### src/rtl/reg_poll_pkg.sv
package reg_poll_pkg;
  typedef enum logic [1:0] {
    ST_IDLE = 2'd0,
    ST_READ = 2'd1,
    ST_WAIT = 2'd2
  } poll_state_e;

  localparam logic [1:0] SEL_MASK = 2'd0;
  localparam logic [1:0] SEL_FUNC = 2'd1;
  localparam logic [1:0] SEL_STS  = 2'd2;
  localparam logic [1:0] SEL_IEN  = 2'd3;

  localparam int FN_EN_BIT   = 31;
  localparam int FN_WAIT_LSB = 16;
  localparam int FN_CNT_LSB  = 0;
endpackage

### src/rtl/rpoll_cfg_regs.sv
module rpoll_cfg_regs
  import reg_poll_pkg::*;
#(
  parameter int DATA_W = 32,
  parameter int WAIT_W = 8,
  parameter int CNT_W  = 8
) (
  input  logic              clk,
  input  logic              rst_n,
  input  logic              we,
  input  logic [1:0]        sel,
  input  logic [DATA_W-1:0] wdata,
  input  logic              err_set,
  output logic [DATA_W-1:0] mask_o,
  output logic              en_o,
  output logic [WAIT_W-1:0] wait_o,
  output logic [CNT_W-1:0]  cnt_o,
  output logic              sts_o,
  output logic              ien_o,
  output logic              irq_o
);
  logic [DATA_W-1:0] mask_q, mask_d;
  logic              en_q, en_d;
  logic [WAIT_W-1:0] wait_q, wait_d;
  logic [CNT_W-1:0]  cnt_q, cnt_d;
  logic              sts_q, sts_d;
  logic              ien_q, ien_d;
  logic              cfg_ce;

  always_comb begin
    mask_d = mask_q;
    en_d   = en_q;
    wait_d = wait_q;
    cnt_d  = cnt_q;
    sts_d  = sts_q;
    ien_d  = ien_q;
    if (we) begin
      unique case (sel)
        SEL_MASK: mask_d = wdata;
        SEL_FUNC: begin
          en_d   = wdata[FN_EN_BIT];
          wait_d = wdata[FN_WAIT_LSB +: WAIT_W];
          cnt_d  = wdata[FN_CNT_LSB +: CNT_W];
        end
        SEL_STS:  if (wdata[0]) sts_d = 1'b0;
        SEL_IEN:  ien_d = wdata[0];
        default:  ;
      endcase
    end
    if (err_set) sts_d = 1'b1;
  end

  assign cfg_ce = we | err_set;

  always_ff @(posedge clk or negedge rst_n) begin
    if (!rst_n) begin
      mask_q <= '0;
      en_q   <= 1'b0;
      wait_q <= '0;
      cnt_q  <= '0;
      sts_q  <= 1'b0;
      ien_q  <= 1'b0;
    end else if (cfg_ce) begin
      mask_q <= mask_d;
      en_q   <= en_d;
      wait_q <= wait_d;
      cnt_q  <= cnt_d;
      sts_q  <= sts_d;
      ien_q  <= ien_d;
    end
  end

  assign mask_o = mask_q;
  assign en_o   = en_q;
  assign wait_o = wait_q;
  assign cnt_o  = cnt_q;
  assign sts_o  = sts_q;
  assign ien_o  = ien_q;
  assign irq_o  = sts_q & ien_q;
endmodule

### src/rtl/rpoll_interval_timer.sv
module rpoll_interval_timer #(
  parameter int CLKS_PER_US = 250,
  parameter int WAIT_W      = 8
) (
  input  logic              clk,
  input  logic              rst_n,
  input  logic              clear,
  input  logic              run,
  input  logic [WAIT_W-1:0] wait_us,
  output logic              expire
);
  localparam int PRE_W = (CLKS_PER_US > 1) ? $clog2(CLKS_PER_US) : 1;
  localparam logic [PRE_W-1:0] PRE_LAST = PRE_W'(CLKS_PER_US - 1);

  logic [PRE_W-1:0]  pre_q, pre_d;
  logic [WAIT_W-1:0] us_q, us_d;
  logic              us_tick;
  logic              tmr_ce;

  assign us_tick = (pre_q == PRE_LAST);
  assign expire  = run && us_tick && (us_q == WAIT_W'(wait_us - 1'b1));
  assign tmr_ce  = clear | run;

  always_comb begin
    pre_d = pre_q;
    us_d  = us_q;
    if (clear) begin
      pre_d = '0;
      us_d  = '0;
    end else if (run) begin
      if (us_tick) begin
        pre_d = '0;
        us_d  = us_q + 1'b1;
      end else begin
        pre_d = pre_q + 1'b1;
      end
    end
  end

  always_ff @(posedge clk or negedge rst_n) begin
    if (!rst_n) begin
      pre_q <= '0;
      us_q  <= '0;
    end else if (tmr_ce) begin
      pre_q <= pre_d;
      us_q  <= us_d;
    end
  end
endmodule

### src/rtl/rpoll_ctrl.sv
module rpoll_ctrl
  import reg_poll_pkg::*;
#(
  parameter int DATA_W = 32,
  parameter int OFF_W  = 20,
  parameter int WAIT_W = 8,
  parameter int CNT_W  = 8
) (
  input  logic              clk,
  input  logic              rst_n,
  input  logic              req_valid,
  input  logic [OFF_W-1:0]  req_offset,
  input  logic [DATA_W-1:0] req_expected,
  input  logic [DATA_W-1:0] cfg_mask,
  input  logic              cfg_en,
  input  logic [WAIT_W-1:0] cfg_wait,
  input  logic [CNT_W-1:0]  cfg_cnt,
  input  logic              rd_ack,
  input  logic [DATA_W-1:0] rd_data,
  input  logic              tmr_expire,
  output logic              tmr_clear,
  output logic              tmr_run,
  output logic [WAIT_W-1:0] tmr_wait,
  output logic              rd_req,
  output logic [OFF_W-1:0]  rd_addr,
  output logic              busy,
  output logic              done,
  output logic              done_err,
  output logic              err_set
);
  poll_state_e       state_q, state_d;
  logic [OFF_W-1:0]  off_q;
  logic [DATA_W-1:0] exp_q, mask_q;
  logic [WAIT_W-1:0] wait_q;
  logic [CNT_W-1:0]  left_q, left_d;
  logic              done_q, done_d, err_q, err_d;
  logic              cap_en, left_ce, hit;

  assign hit     = ((rd_data & mask_q) == (exp_q & mask_q));
  assign cap_en  = (state_q == ST_IDLE) && req_valid && cfg_en;
  assign left_ce = cap_en || ((state_q == ST_READ) && rd_ack);

  always_comb begin
    state_d   = state_q;
    left_d    = left_q;
    done_d    = 1'b0;
    err_d     = 1'b0;
    err_set   = 1'b0;
    tmr_clear = 1'b0;
    unique case (state_q)
      ST_IDLE: begin
        if (req_valid) begin
          if (!cfg_en) begin
            done_d = 1'b1;
          end else begin
            left_d  = (cfg_cnt == '0) ? CNT_W'(1) : cfg_cnt;
            state_d = ST_READ;
          end
        end
      end
      ST_READ: begin
        if (rd_ack) begin
          if (hit) begin
            done_d  = 1'b1;
            state_d = ST_IDLE;
          end else if (left_q == CNT_W'(1)) begin
            done_d  = 1'b1;
            err_d   = 1'b1;
            err_set = 1'b1;
            state_d = ST_IDLE;
          end else begin
            left_d    = left_q - 1'b1;
            tmr_clear = 1'b1;
            state_d   = (wait_q == '0) ? ST_READ : ST_WAIT;
          end
        end
      end
      ST_WAIT: begin
        if (tmr_expire) state_d = ST_READ;
      end
      default: state_d = ST_IDLE;
    endcase
  end

  always_ff @(posedge clk or negedge rst_n) begin
    if (!rst_n) begin
      state_q <= ST_IDLE;
      done_q  <= 1'b0;
      err_q   <= 1'b0;
    end else begin
      state_q <= state_d;
      done_q  <= done_d;
      err_q   <= err_d;
    end
  end

  always_ff @(posedge clk or negedge rst_n) begin
    if (!rst_n) begin
      off_q  <= '0;
      exp_q  <= '0;
      mask_q <= '0;
      wait_q <= '0;
    end else if (cap_en) begin
      off_q  <= req_offset;
      exp_q  <= req_expected;
      mask_q <= cfg_mask;
      wait_q <= cfg_wait;
    end
  end

  always_ff @(posedge clk or negedge rst_n) begin
    if (!rst_n) begin
      left_q <= '0;
    end else if (left_ce) begin
      left_q <= left_d;
    end
  end

  assign tmr_run  = (state_q == ST_WAIT);
  assign tmr_wait = wait_q;
  assign rd_req   = (state_q == ST_READ);
  assign rd_addr  = off_q;
  assign busy     = (state_q != ST_IDLE);
  assign done     = done_q;
  assign done_err = err_q;
endmodule

### src/rtl/reg_poll_unit.sv
module reg_poll_unit #(
  parameter int DATA_W      = 32,
  parameter int OFF_W       = 20,
  parameter int WAIT_W      = 8,
  parameter int CNT_W       = 8,
  parameter int CLKS_PER_US = 250
) (
  input  logic              clk,
  input  logic              rst_n,
  input  logic              cfg_we,
  input  logic [1:0]        cfg_addr,
  input  logic [DATA_W-1:0] cfg_wdata,
  input  logic              req_valid,
  input  logic [OFF_W-1:0]  req_offset,
  input  logic [DATA_W-1:0] req_expected,
  output logic              busy,
  output logic              rd_req,
  output logic [OFF_W-1:0]  rd_addr,
  input  logic              rd_ack,
  input  logic [DATA_W-1:0] rd_data,
  output logic              done,
  output logic              done_err,
  output logic              irq
);
  logic [DATA_W-1:0] cfg_mask;
  logic              cfg_en;
  logic [WAIT_W-1:0] cfg_wait;
  logic [CNT_W-1:0]  cfg_cnt;
  logic              sts_bit, ien_bit, err_set;
  logic              tmr_clear, tmr_run, tmr_expire;
  logic [WAIT_W-1:0] tmr_wait;

  rpoll_cfg_regs #(
    .DATA_W(DATA_W), .WAIT_W(WAIT_W), .CNT_W(CNT_W)
  ) u_regs (
    .clk(clk), .rst_n(rst_n), .we(cfg_we), .sel(cfg_addr), .wdata(cfg_wdata),
    .err_set(err_set), .mask_o(cfg_mask), .en_o(cfg_en), .wait_o(cfg_wait),
    .cnt_o(cfg_cnt), .sts_o(sts_bit), .ien_o(ien_bit), .irq_o(irq)
  );

  rpoll_interval_timer #(
    .CLKS_PER_US(CLKS_PER_US), .WAIT_W(WAIT_W)
  ) u_timer (
    .clk(clk), .rst_n(rst_n), .clear(tmr_clear), .run(tmr_run),
    .wait_us(tmr_wait), .expire(tmr_expire)
  );

  rpoll_ctrl #(
    .DATA_W(DATA_W), .OFF_W(OFF_W), .WAIT_W(WAIT_W), .CNT_W(CNT_W)
  ) u_ctrl (
    .clk(clk), .rst_n(rst_n), .req_valid(req_valid), .req_offset(req_offset),
    .req_expected(req_expected), .cfg_mask(cfg_mask), .cfg_en(cfg_en),
    .cfg_wait(cfg_wait), .cfg_cnt(cfg_cnt), .rd_ack(rd_ack), .rd_data(rd_data),
    .tmr_expire(tmr_expire), .tmr_clear(tmr_clear), .tmr_run(tmr_run),
    .tmr_wait(tmr_wait), .rd_req(rd_req), .rd_addr(rd_addr), .busy(busy),
    .done(done), .done_err(done_err), .err_set(err_set)
  );
endmodule

### config.mk
export PLATFORM = sky130hd
export DESIGN_NAME = reg_poll_unit
export DESIGN_NICKNAME = d
export VERILOG_FILES = /design/src/rtl/reg_poll_pkg.sv /design/src/rtl/rpoll_cfg_regs.sv /design/src/rtl/rpoll_interval_timer.sv /design/src/rtl/rpoll_ctrl.sv /design/src/rtl/reg_poll_unit.sv
export SDC_FILE = /design/constraint.sdc
export NUM_CORES = 1
export LEC_CHECK = 0
export ABC_AREA = 0
export ABC_CLOCK_PERIOD_IN_PS = 2400
export BUFFER_PORTS_ARGS = -buffer_cell sky130_fd_sc_hd__clkbuf_2
export CAP_MARGIN = 30
export CORE_UTILIZATION = 55
export DETAILED_ROUTE_END_ITERATION = 6
export PLACE_DENSITY = 0.79
export SETUP_SLACK_MARGIN = 0.5
export SYNTH_ARGS = -nofsm -noshare
export SYNTH_HDL_FRONTEND = slang
export SYNTH_SLANG_ARGS = --single-unit
### constraint.sdc
create_clock -name clk -period 2.4 [get_ports clk]
set_input_delay 0.48 -clock clk [delete_from_list [all_inputs] [get_ports clk]]
set_output_delay 0.48 -clock clk [all_outputs]
set_load 0.005 [all_outputs]
==> flow_metrics.py <==
metrics = {
    "grt": {
        "grt_pass1_vias": 5948,
        "grt_use_total_pct": 26.6,
        "grt-ovfl-total": 0,
        "antenna_found_initial": 0,
        "grt_max_degree": 71,
        "grt_first_pass_wirelength_um": 29200,
    },
    "worst_setup_path": {
        "ff2ff_path_depth": 7,
        "required_ns": 2.71,
        "path_cells": "xor2_1, a22oi_2, nand4_1, nor4_4, buf_4, nor2_2, a221o_1",
        "start_kind": "flop",
        "regToRegSetupSlack_ns": 0.34,
        "path_max_fanout": 6,
        "cpPeakStageDelay_ns": 0.44,
        "crit_buf_inv": 1,
        "path_class": "flop to flop",
        "cp_slowest_cell": "nor4_4",
        "r2r_end": "u_ctrl.left_q[7]$_DFFE_PN0P_",
        "cp.arrival_ns": 2.37,
        "reg2reg_from": "u_ctrl.exp_q[1]$_DFFE_PN0P_",
        "crit_path_end": "u_ctrl.left_q[7]$_DFFE_PN0P_",
        "cp.depth": 7,
        "critPathLaunch": "u_ctrl.exp_q[1]$_DFFE_PN0P_",
        "crit_path_end_kind": "flop",
        "crit_family": "simple AND/OR/NAND/NOR gates",
    },
    "final_layout": {
        "utilization_pct": 72.5,
        "layout-drive-gt1-share_pct": 35.2,
        "antenna_cells": 0,
        "fill_cells": 955,
        "area_growth_pct": 27.3,
        "num-nets-final": 1062,
        "final_cells": 1120,
    },
    "sta": {
        "max-slew-margin-rel_pct": 66.1,
        "drv_slew": 0,
        "rsz0062_at_grt": "true",
        "clock_skew_ns": 0.00642,
        "hold_violations": 3,
        "setup_violations": 0,
        "period_needed_ns": 2.06,
        "worstMarginPinSlew_ns": 0.508,
        "setup_tns_ns": 0,
        "timing.final.ws_setup_ns": 0.339,
        "fin_hold_ws_ns": -0.00400,
        "fin_crit_sh_pct": 85.9,
        "fmax_mhz": 485,
    },
    "yosys": {
        "synth_top_flop_cell": "dfrtp_1",
        "yosysTopAreaCellShare_pct": 56.1,
        "ys_types": 54,
        "synth.most_common_cell": "nand2_1",
        "netlist_area_sq_um": 7630,
        "postSynthCellCount": 757,
        "synth_commonest_cells": "nand2_1 (287), dfrtp_1 (171), mux2_2 (50)",
        "yosys.area.top_type": "dfrtp_1",
        "ys_seq_area_share_pct": 56.1,
        "synth.ff_latch_count": 171,
        "synth_nets": 887,
        "synth.avg_cell_area_sq_um": 10.1,
        "ys_async_sr_fraction_pct": 100,
        "yosysWarningCount": 0,
        "synth-edff-count": 0,
        "ys_top_cells_by_area": "dfrtp_1 (56%), nand2_1 (14%), mux2_2 (7.4%), xor2_1 (4.6%), a22oi_1 (1.6%)",
    },
    "outcome": {
        "status": "complete, but fails checks",
        "failed_checks": "hold timing",
    },
    "detailed_routing": {
        "first_pass_iters": 5,
        "num_vias": 6061,
        "via_per_inst": 5.41,
        "finalWirelength_um": 18800,
        "drc": 0,
        "drtAntennaViolNets": 0,
        "drt-initial-drc-count": 459,
        "wire_per_inst_um": 16.8,
    },
    "placed_design": {
        "place_ws_ns": 0.0582,
        "hpwl_um": 12000,
        "dp_cells": 1067,
        "routabilityCongestion": 0.876,
        "portBuffers": 147,
    },
    "die": {
        "io-pin-count": 148,
        "design.die.area_sq_um": 14300,
        "start_util_pct": 56.9,
        "core_sq_um": 13400,
        "fp-row-count": 42,
        "die_y_um": 120,
        "dieWidth_um": 120,
    },
    "power": {
        "power_mw": 6.40,
        "power_density_nw_per_um2": 659,
        "peakVddDrop_mv": 0.548,
        "leakage_nw": 4.98,
    },
    "cts": {
        "clk_latency_ns": 0.43,
        "ctsHoldBuffers": 0,
        "clk_pin_slew_ns": 0.06,
        "cts_tree": "yes",
        "cts_root_buffer": "clkbuf_16",
        "htree_levels": 4,
        "numCtsBuffers": 17,
        "clk_path_buf_depth": 2,
        "cts_sinks": 171,
    },
    "job": {
        "cap_violations": 0,
    },
    "worst_hold_path": {
        "min_path_type": "input pin to asynchronous set/reset pin",
    },
}
==> worst min path at each step <==
| stage | start | to | slack [ns] | cells after the start |
|---|---|---|---|---|
| after CTS | rst_n | u_timer.pre_q[5]$_DFFE_PN0P_ | 0.002 | 1 |
| after global routing | rst_n | u_timer.us_q[5]$_DFFE_PN0P_ | 0.02 | 1 |
| after floorplan | rst_n | u_ctrl.done$_DFF_PN0_ | 0.18 | 0 |
| after global placement | u_regs.mask_o[12]$_DFFE_PN0P_ | u_ctrl.mask_q[12]$_DFFE_PN0P_ | 0.44 | 2 |
| final | rst_n | u_timer.pre_q[5]$_DFFE_PN0P_ | -0.004 | 1 |
| after detailed placement | u_regs.mask_o[3]$_DFFE_PN0P_ | u_ctrl.mask_q[3]$_DFFE_PN0P_ | 0.45 | 2 |
==> power breakdown <==
part	leakage, nW	switching [mW]	internal, mW
Clock	0.301	1.11	1.75
Combinational	2.48	0.176	0.223
Sequential	2.20	0.0940	3.04
Total	4.98	1.38	5.02
==> area by class of cell <==
cell class                 count  area [sq um]  share of cell area, %
clock buffer                  23           488                   5.02
inverter                      10          37.5                  0.386
tap                          176           220                   2.27
timing repair buffer         185          1070                   11.1
multi-input combinational    547          3480                   35.9
sequential                   171          4280                   44.1
clock inverter                 8           129                   1.33
==> metrics by stage <==
stage               hold WS [ns]  instance area, sq um
floorplan                  0.184                  7630
detailed placement         0.452                  8620
global route              0.0151                  9710
CTS                      0.00187                  9420
global placement           0.441                  8620
finish                  -0.00400                  9710
==> cell usage in the layout, fill, tap and decap left out, types with 4 or more instances in the layout <==
cell,count
a21oi_1,6
a22oi_1,12
a22oi_2,4
buf_4,31
buf_6,5
clkbuf_16,17
clkbuf_2,146
clkbuf_8,4
dfrtp_1,171
ha_1,5
inv_1,6
inv_2,4
mux2_2,50
nand2_1,286
nand3_1,8
nand4_1,10
nor2_1,13
nor2_4,13
nor3_1,5
o21ai_0,7
o311a_2,4
or3_1,5
xnor2_1,8
xor2_1,38
==> layer usage <==
layer	vias up	global-route usage, %	wire length, um
li1	2858	-	-
met1	2949	35.1	8040
met2	211	42.0	9170
met3	43	6.94	1060
met4	0	10.5	559
met5	-	0	0
==> worst reg2reg max path, delay by kind of cell, from the launching register on <==
family	cells	cell delay (ns)
AO/OA/AOI/OAI	2	0.48
XOR/XNOR	1	0.17
buffers and inverters	1	0.23
flip-flops	1	0.39
AND/OR/NAND/NOR	3	0.68
==> cell families after synthesis <==
kind of cell | Yosys count | synth area share [%]
AND/OR/NAND/NOR | 380 | 21.5
flip-flops | 171 | 56.1
AO/OA/AOI/OAI | 58 | 5.66
XOR/XNOR | 51 | 5.86
multiplexers | 50 | 7.38
buffers and inverters | 40 | 2.38
adder cells (fa/ha/maj) | 7 | 1.15
==> flip-flops by register name, summed over array words and instances (netlist names) <==
register	cells
u_ctrl.done_err	1
u_ctrl.state_q	2
u_regs.ien_o	1
u_ctrl.left_q	8
u_timer.us_q	8
u_ctrl.done	1
u_regs.en_o	1
u_regs.sts_o	1
u_regs.cnt_o	8
u_regs.mask_o	32
u_ctrl.mask_q	32
u_ctrl.rd_addr	20
u_ctrl.exp_q	32
u_timer.pre_q	8
u_regs.wait_o	8
u_ctrl.tmr_wait	8
==> what timing repair did <==
| action | 4_1_cts | 5_1_grt |
|---|---|---|
| hold endpoints to repair | 0 | 0 |
| setup buffers | 9 | 11 |
| resized for setup | 27 | 47 |
| endpoints found under the setup margin | 93 | 93 |
| pin swaps | 32 | 15 |
| cloned | 1 | 1 |
No activity file was read; power rests on OpenSTA's default activity.
